`config.mk`:
```
export PLATFORM = sky130hd
export DESIGN_NAME = pxc_xcvr
export DESIGN_NICKNAME = d
export VERILOG_FILES = /design/src/rtl/pxc_pkg.sv /design/src/rtl/pxc_latch.sv /design/src/rtl/pxc_parity.sv /design/src/rtl/pxc_drive.sv /design/src/rtl/pxc_xcvr.sv
export SDC_FILE = /design/constraint.sdc
export NUM_CORES = 1
export LEC_CHECK = 0
export ABC_AREA = 1
export BUFFER_PORTS_ARGS = -buffer_cell sky130_fd_sc_hd__clkbuf_2
export CORE_ASPECT_RATIO = 1.5
export CORE_MARGIN = 3
export CORE_UTILIZATION = 46
export DETAILED_ROUTE_END_ITERATION = 8
export PLACE_DENSITY_LB_ADDON = 0.25
export SLEW_MARGIN = 15
export SYNTH_ARGS = -nofsm -noshare
export SYNTH_HDL_FRONTEND = slang
export SYNTH_SLANG_ARGS = --single-unit
```
`constraint.sdc`:
```
create_clock -name clk -period 1.5 [get_ports clk]
set_input_delay 0.3 -clock clk [delete_from_list [all_inputs] [get_ports clk]]
set_output_delay 0.3 -clock clk [all_outputs]
set_load 0.03 [all_outputs]
```
`src/rtl/pxc_pkg.sv`:
```
package pxc_pkg;
  typedef enum logic {PAR_EVEN = 1'b0, PAR_ODD = 1'b1} par_sense_e;
  typedef enum logic {MODE_GEN = 1'b0, MODE_FEED = 1'b1} par_mode_e;
  localparam int SIDES = 2;
endpackage

```
`src/rtl/pxc_latch.sv`:
```
module pxc_latch #(
  parameter int W = 9
) (
  input  logic         clk,
  input  logic         rst_n,
  input  logic         le,
  input  logic [W-1:0] d,
  output logic [W-1:0] q
);
  logic [W-1:0] held;

  always_ff @(posedge clk or negedge rst_n) begin
    if (!rst_n)  held <= '0;
    else if (le) held <= d;
  end

  // transparent path bypasses the register while enabled
  assign q = le ? d : held;
endmodule

```
`src/rtl/pxc_parity.sv`:
```
module pxc_parity #(
  parameter int W = 8
) (
  input  logic [W-1:0] data,
  input  logic         sense,
  input  logic         par_in,
  output logic         par_gen,
  output logic         err_n
);
  // bit that makes data plus parity match the chosen sense
  assign par_gen = (^data) ^ sense;
  assign err_n   = (par_gen == par_in);
endmodule

```
`src/rtl/pxc_drive.sv`:
```
module pxc_drive #(
  parameter int W = 8
) (
  input  logic                 oe_n,
  input  pxc_pkg::par_mode_e   mode,
  input  logic [W-1:0]         data,
  input  logic                 par_held,
  input  logic                 par_gen,
  output logic [W-1:0]         out_data,
  output logic                 out_par,
  output logic                 out_valid
);
  import pxc_pkg::*;

  always_comb begin
    out_valid = !oe_n;
    out_data  = '0;
    out_par   = 1'b0;
    if (!oe_n) begin
      out_data = data;
      out_par  = (mode == MODE_FEED) ? par_held : par_gen;
    end
  end
endmodule

```
`src/rtl/pxc_xcvr.sv`:
```
module pxc_xcvr #(
  parameter int DW = 8
) (
  input  logic          clk,
  input  logic          rst_n,
  input  logic [DW-1:0] a_data_i,
  input  logic          a_par_i,
  input  logic [DW-1:0] b_data_i,
  input  logic          b_par_i,
  input  logic          odd_sel_i,
  input  logic          feed_sel_i,
  input  logic          a_le_i,
  input  logic          b_le_i,
  input  logic          a_oe_n_i,
  input  logic          b_oe_n_i,
  output logic [DW-1:0] a_data_o,
  output logic          a_par_o,
  output logic          a_valid_o,
  output logic [DW-1:0] b_data_o,
  output logic          b_par_o,
  output logic          b_valid_o,
  output logic          a_err_n_o,
  output logic          b_err_n_o
);
  import pxc_pkg::*;

  localparam int WW = DW + 1;  // stored word: parity on top of data

  logic [SIDES-1:0][WW-1:0] word_in;
  logic [SIDES-1:0][WW-1:0] word_q;
  logic [SIDES-1:0]         le;
  logic [SIDES-1:0]         oe_n;
  logic [SIDES-1:0]         par_gen;
  logic [SIDES-1:0]         err_n;
  logic [SIDES-1:0][DW-1:0] out_data;
  logic [SIDES-1:0]         out_par;
  logic [SIDES-1:0]         out_valid;
  par_mode_e                mode;

  assign mode       = par_mode_e'(feed_sel_i);
  assign word_in[0] = {a_par_i, a_data_i};
  assign word_in[1] = {b_par_i, b_data_i};
  assign le         = {b_le_i, a_le_i};
  assign oe_n       = {b_oe_n_i, a_oe_n_i};

  for (genvar g = 0; g < SIDES; g++) begin : g_side
    pxc_latch #(.W(WW)) u_latch (
      .clk (clk),
      .rst_n (rst_n),
      .le  (le[g]),
      .d   (word_in[g]),
      .q   (word_q[g])
    );

    pxc_parity #(.W(DW)) u_par (
      .data    (word_q[g][DW-1:0]),
      .sense   (odd_sel_i),
      .par_in  (word_q[g][DW]),
      .par_gen (par_gen[g]),
      .err_n   (err_n[g])
    );

    // side g's stored word drives the port on the opposite side
    pxc_drive #(.W(DW)) u_drv (
      .oe_n      (oe_n[SIDES-1-g]),
      .mode      (mode),
      .data      (word_q[g][DW-1:0]),
      .par_held  (word_q[g][DW]),
      .par_gen   (par_gen[g]),
      .out_data  (out_data[SIDES-1-g]),
      .out_par   (out_par[SIDES-1-g]),
      .out_valid (out_valid[SIDES-1-g])
    );
  end

  assign a_data_o  = out_data[0];
  assign a_par_o   = out_par[0];
  assign a_valid_o = out_valid[0];
  assign b_data_o  = out_data[1];
  assign b_par_o   = out_par[1];
  assign b_valid_o = out_valid[1];
  assign a_err_n_o = err_n[0];
  assign b_err_n_o = err_n[1];
endmodule

```
Yosys cells after proc, flatten, opt, wreduce, memory -nomap -nowiden
Index checks and enable logic that the tools add are counted.
- ROM bits: 0
- latch bits: 0
- flip-flop bits (word level): 18
- input bits: 26
- memory bits (writable): 0
- memories: 0
- $mul: 0
- add/subtract/negate cells: 0
- shift-type cells: 0
- div/mod/pow operators: 0
- muxes and demuxes: 8
- reductions and logical operators: 4
- bitwise logic cells: 2
- equal/unequal tests: 2
- $lt $le $gt $ge: 0
- operators by type and width (operator ; count):
    2-to-1 mux 9 bit ; 2
    2-to-1 mux 8 bit ; 2
    XOR reduction 8 bit ; 2
    2-to-1 mux 1 bit ; 4
    equality test 1 bit ; 2
    zero test 1 bit ; 2
    bitwise XOR 1 bit ; 2

Longest topological paths before layout
- depth in word-level cells: 5
- gate-level depth with buffers: 16
- gate-level depth less buffers: 14

Cells and area by module
A second synthesis with hierarchy kept.
- cells, all modules: 206
- area total of the unflattened synthesis: 1221.2 um^2
- by module, submodules not included (module ; times used ; sequential area each (um^2) ; cells an instance ; area each (um^2)):
    pxc_latch ; 2 ; 225.2 ; 38 ; 341.6
    pxc_parity ; 2 ; 0.0 ; 42 ; 167.7
    pxc_drive ; 2 ; 0.0 ; 23 ; 101.3

Worst setup path before layout
Ideal clock, no wire load.
- kind: input-to-output
- start point: input port a_le_i
- end point: output port a_err_n_o
- arrival time: 1447 ps
- stages: 15
- required time: 1200 ps
- setup slack: -247 ps
- cell sequence: buf_6 inv_6 buf_8 nand2_1 nand2_1 nand2_1 nand2_2 inv_1 nand2_1 nand2_1 nand2_1 nand3_1 nand2_1 nand2_1 nand2_1
- cells in the longest elaborated chain, start to end: 4
- RTL lines (what ; line ; text):
    start: declaration ; pxc_xcvr.sv:12 ; input logic a_le_i,
    2-to-1 mux 9 bit (*) ; n/a ;
    XOR reduction 8 bit ; pxc_parity.sv:11 ; assign par_gen = (^data) ^ sense;
    bitwise XOR 1 bit ; pxc_parity.sv:11 ;
    equality test 1 bit (*) ; pxc_parity.sv:12 ; assign err_n = (par_gen == par_in);
    end: declaration ; pxc_xcvr.sv:22 ; output logic a_err_n_o,
Mark *: on every way between the ends. The rest lies on a longest branch, timed or not.

Worst setup path in the final report
- start point: register g_side[1].u_latch.held[5]
- end point: output port b_err_n_o
- cells in the longest elaborated chain, start to end: 4
- RTL lines (what ; line ; text):
    start: declaration ; pxc_latch.sv:10 ; logic [W-1:0] held;
    start signal: assignment ; pxc_latch.sv:13 ; if (!rst_n) held <= '0;
    start signal: assignment ; pxc_latch.sv:14 ; else if (le) held <= d;
    2-to-1 mux 9 bit ; n/a ;
    XOR reduction 8 bit ; pxc_parity.sv:11 ;
    bitwise XOR 1 bit ; pxc_parity.sv:11 ;
    equality test 1 bit ; pxc_parity.sv:12 ;
    end: declaration ; pxc_xcvr.sv:23 ; output logic b_err_n_o
No other way between the ends.

==> impl_metrics.env <==
export IMPL_outcome="complete, but fails checks"
export IMPL_violations="setup timing"
export IMPL_wl_per_cell_microns=11.3
export IMPL_critPathArrivalTime_ns=1.73
export IMPL_dp_hpwl_mm=2.82
export IMPL_setup_viol=8
export IMPL_start_kind="flip-flop"
export IMPL_yosys_register_bits=18
export IMPL_first_iter_violations=23
export IMPL_fin_ws_ns=-0.535
export IMPL_fin_area_sq_um=2570
export IMPL_netlist_area_sq_um=1530
export IMPL_drt_pass1_iter_count=4
export IMPL_postSynthAreaPerCell_sq_um=5.72
export IMPL_die_w_microns=53.2
export IMPL_worstHoldStart="a_data_i[3]"
export IMPL_grtUsageTotal_pct=20.2
export IMPL_max_slew_margin_pct=66.7
export IMPL_core_area_sq_um=3190
export IMPL_largest_reg_flops=18
export IMPL_grt_max_degree=19
export IMPL_layout_nets=378
export IMPL_post_place_cells=377
export IMPL_gp_congestion=0.821
export IMPL_io_pins=48
export IMPL_vias_per_cell=4.60
export IMPL_clock_sinks=18
export IMPL_ys_seq_area_share_pct=29.4
export IMPL_required_ns=1.20
export IMPL_top_regs="g_side.u_latch.held x18"
export IMPL_io_buffers=47
export IMPL_cts_htree_levels=1
export IMPL_area_growth_pct=67.5
export IMPL_yosys_top_cells_area="nand2_1 (36%), dfrtp_1 (29%), inv_1 (9.8%)"
export IMPL_grt_overflow_total=0
export IMPL_tns_ns=-2.35
export IMPL_postRouteAntennaNets=0
export IMPL_syn_nets=294
export IMPL_antenna_found_initial=0
export IMPL_clk_latency_ns=0.26
export IMPL_dieArea_sq_um=4080
export IMPL_worstReg2RegEnd="g_side[0].u_latch.held[0]"
export IMPL_clkTransAtPathRegs_ns=0.08
export IMPL_hold_path_class="in -> reg"
export IMPL_rows=25
export IMPL_hold_viol=0
export IMPL_end_kind="output port"
export IMPL_maxCapViolations=0
export IMPL_cts_buffer_depth=2
export IMPL_drc_errors=0
export IMPL_max_clock_freq_ghz=0.491
export IMPL_die_h_microns=76.7
export IMPL_power_density_nw_per_um2=783
export IMPL_grt_pass1_wl_mm=6.33
export IMPL_antenna_cells=0
export IMPL_synth_cell_type_count=15
export IMPL_synthCells=268
export IMPL_final_cells=391
export IMPL_vias=1797
export IMPL_cts_tree="done"
export IMPL_period_share_pct=136
export IMPL_whs_ns=0.283
export IMPL_min_period_ns=2.03
export IMPL_cp_max_fo=3
export IMPL_routed_wirelength_mm=4.44
export IMPL_cts_root_buf="clkbuf_8"
export IMPL_drive_above_1_share_pct=54.4
export IMPL_finClkSkew_ns=0
export IMPL_cts_made_buffers=3
export IMPL_worstHoldPathCells=3
export IMPL_yosysWarnings=0
export IMPL_hold_end="g_side[0].u_latch.held[3]"
export IMPL_grt_pass1_vias=1612
export IMPL_max_vdd_ir_drop_uv=757
export IMPL_top_register="g_side.u_latch.held"
export IMPL_start_util_pct=48.1
export IMPL_crit_type="reg -> out"
export IMPL_rsz0062_at_grt="yes"
export IMPL_reg2reg_from="g_side[0].u_latch.held[0]"
export IMPL_r2r_cells=4
export IMPL_tightest_slew_ns=0.500
export IMPL_post_synth_top_area_cell="nand2_1"
export IMPL_fin_util_pct=80.5
export IMPL_synth_top_cell_area_share_pct=36.0
export IMPL_rrSetupSlack_ns=0.64
export IMPL_placed_area_sq_um=1990
export IMPL_maxSlewViolCount=0
export IMPL_cellLeakagePower_nw=1.51
cells in the final DEF (no fill, tap or decap), types with 2 or more instances in the layout:
master / n
nand2_1: 100
nand2_2: 58
inv_1: 34
buf_4: 31
clkbuf_2: 25
buf_6: 21
dfrtp_1: 18
nor2_4: 13
inv_2: 11
nand2_4: 8
buf_8: 6
nand3_2: 5
clkbuf_8: 4
nor2_2: 3
nor2_1: 2
o21ai_0: 2
nand3b_1: 2
nand3_4: 2
clkbuf_4: 2
metal layers:
| layer | track usage, % | share of wire [%] | wire length, microns |
|---|---|---|---|
| met3 | 2.72 | 4.3 | 192 |
| met2 | 39.2 | 57 | 2540 |
| met5 | 0 | 0 | 0 |
| met1 | 20.5 | 36 | 1600 |
| met4 | 6.91 | 2.2 | 98 |
Yosys cell counts:
cell,count
nand2_1,147
inv_1,40
nand2_2,19
dfrtp_1,18
nor2_1,16
nand3_1,6
buf_6,4
inv_2,4
buf_8,2
clkbuf_1,2
inv_6,2
nand3_2,2
nand3b_1,2
nor2_2,2
o21ai_0,2
worst max path at each step:
stage | start | endpoint | depth (start not counted)
finish | g_side[1].u_latch.held[5] | b_err_n_o | 12
global route | g_side[1].u_latch.held[6] | b_err_n_o | 12
CTS | g_side[0].u_latch.held[4] | a_err_n_o | 14
detailed placement | a_le_i | a_err_n_o | 15
global placement | a_le_i | a_err_n_o | 15
floorplan | a_le_i | b_par_o | 15
where the power goes:
part	internal, W	switching [W]	leakage, nW
Sequential	0.000528	0.0000223	0.219
Clock	0.000234	0.000184	0.0288
Combinational	0.000451	0.000594	1.26
Total	0.00121	0.000800	1.51
metrics by stage:
step / setup WS [ns] / power (W)
after floorplan: -0.183 / 0.00106
after global placement: -0.572 / 0.00127
after detailed placement: -0.604 / 0.00129
after CTS: -0.490 / 0.00179
after global routing: -0.670 / 0.00212
final: -0.535 / 0.00201
final cells by class:
class / count / area, sq um
fill: 231 / 621
timing repair buffer: 86 / 709
clock buffer: 4 / 55.1
timing repair inverter: 1 / 3.75
inverter: 46 / 185
sequential: 18 / 450
tap: 40 / 50.0
multi-input combinational: 196 / 1120
logic make-up after synthesis:
logic type / count (synthesis) / share of synthesized area [%]
flip-flops: 18 / 29.4
AO/OA/AOI/OAI: 2 / 0.653
AND/OR/NAND/NOR: 194 / 52.7
buffers and inverters: 54 / 17.3
worst max-delay path: stages (launching register included):
cell and delay [ns]:
dfrtp_1 0.38, inv_1 0.05, nand2_1 0.07, nand2_2 0.11, nand2_1 0.10, nand2_1 0.09
nand3_2 0.08, nand2_2 0.10, nand2_2 0.08, nand3_4 0.08, nand3b_1 0.13, nand2_4 0.09
buf_8 0.12
timing repair:
| item | CTS | global route |
|---|---|---|
| hold endpoints to repair | 1 | 0 |
| resized for setup | 36 | 127 |
| endpoints found under the setup margin | 15 | 20 |
| gates cloned | 1 | 0 |
| setup buffers | 7 | 9 |
| pin swaps | 12 | 51 |
| hold buffers | 1 | 0 |
No activity file was read; power rests on OpenSTA's default activity.
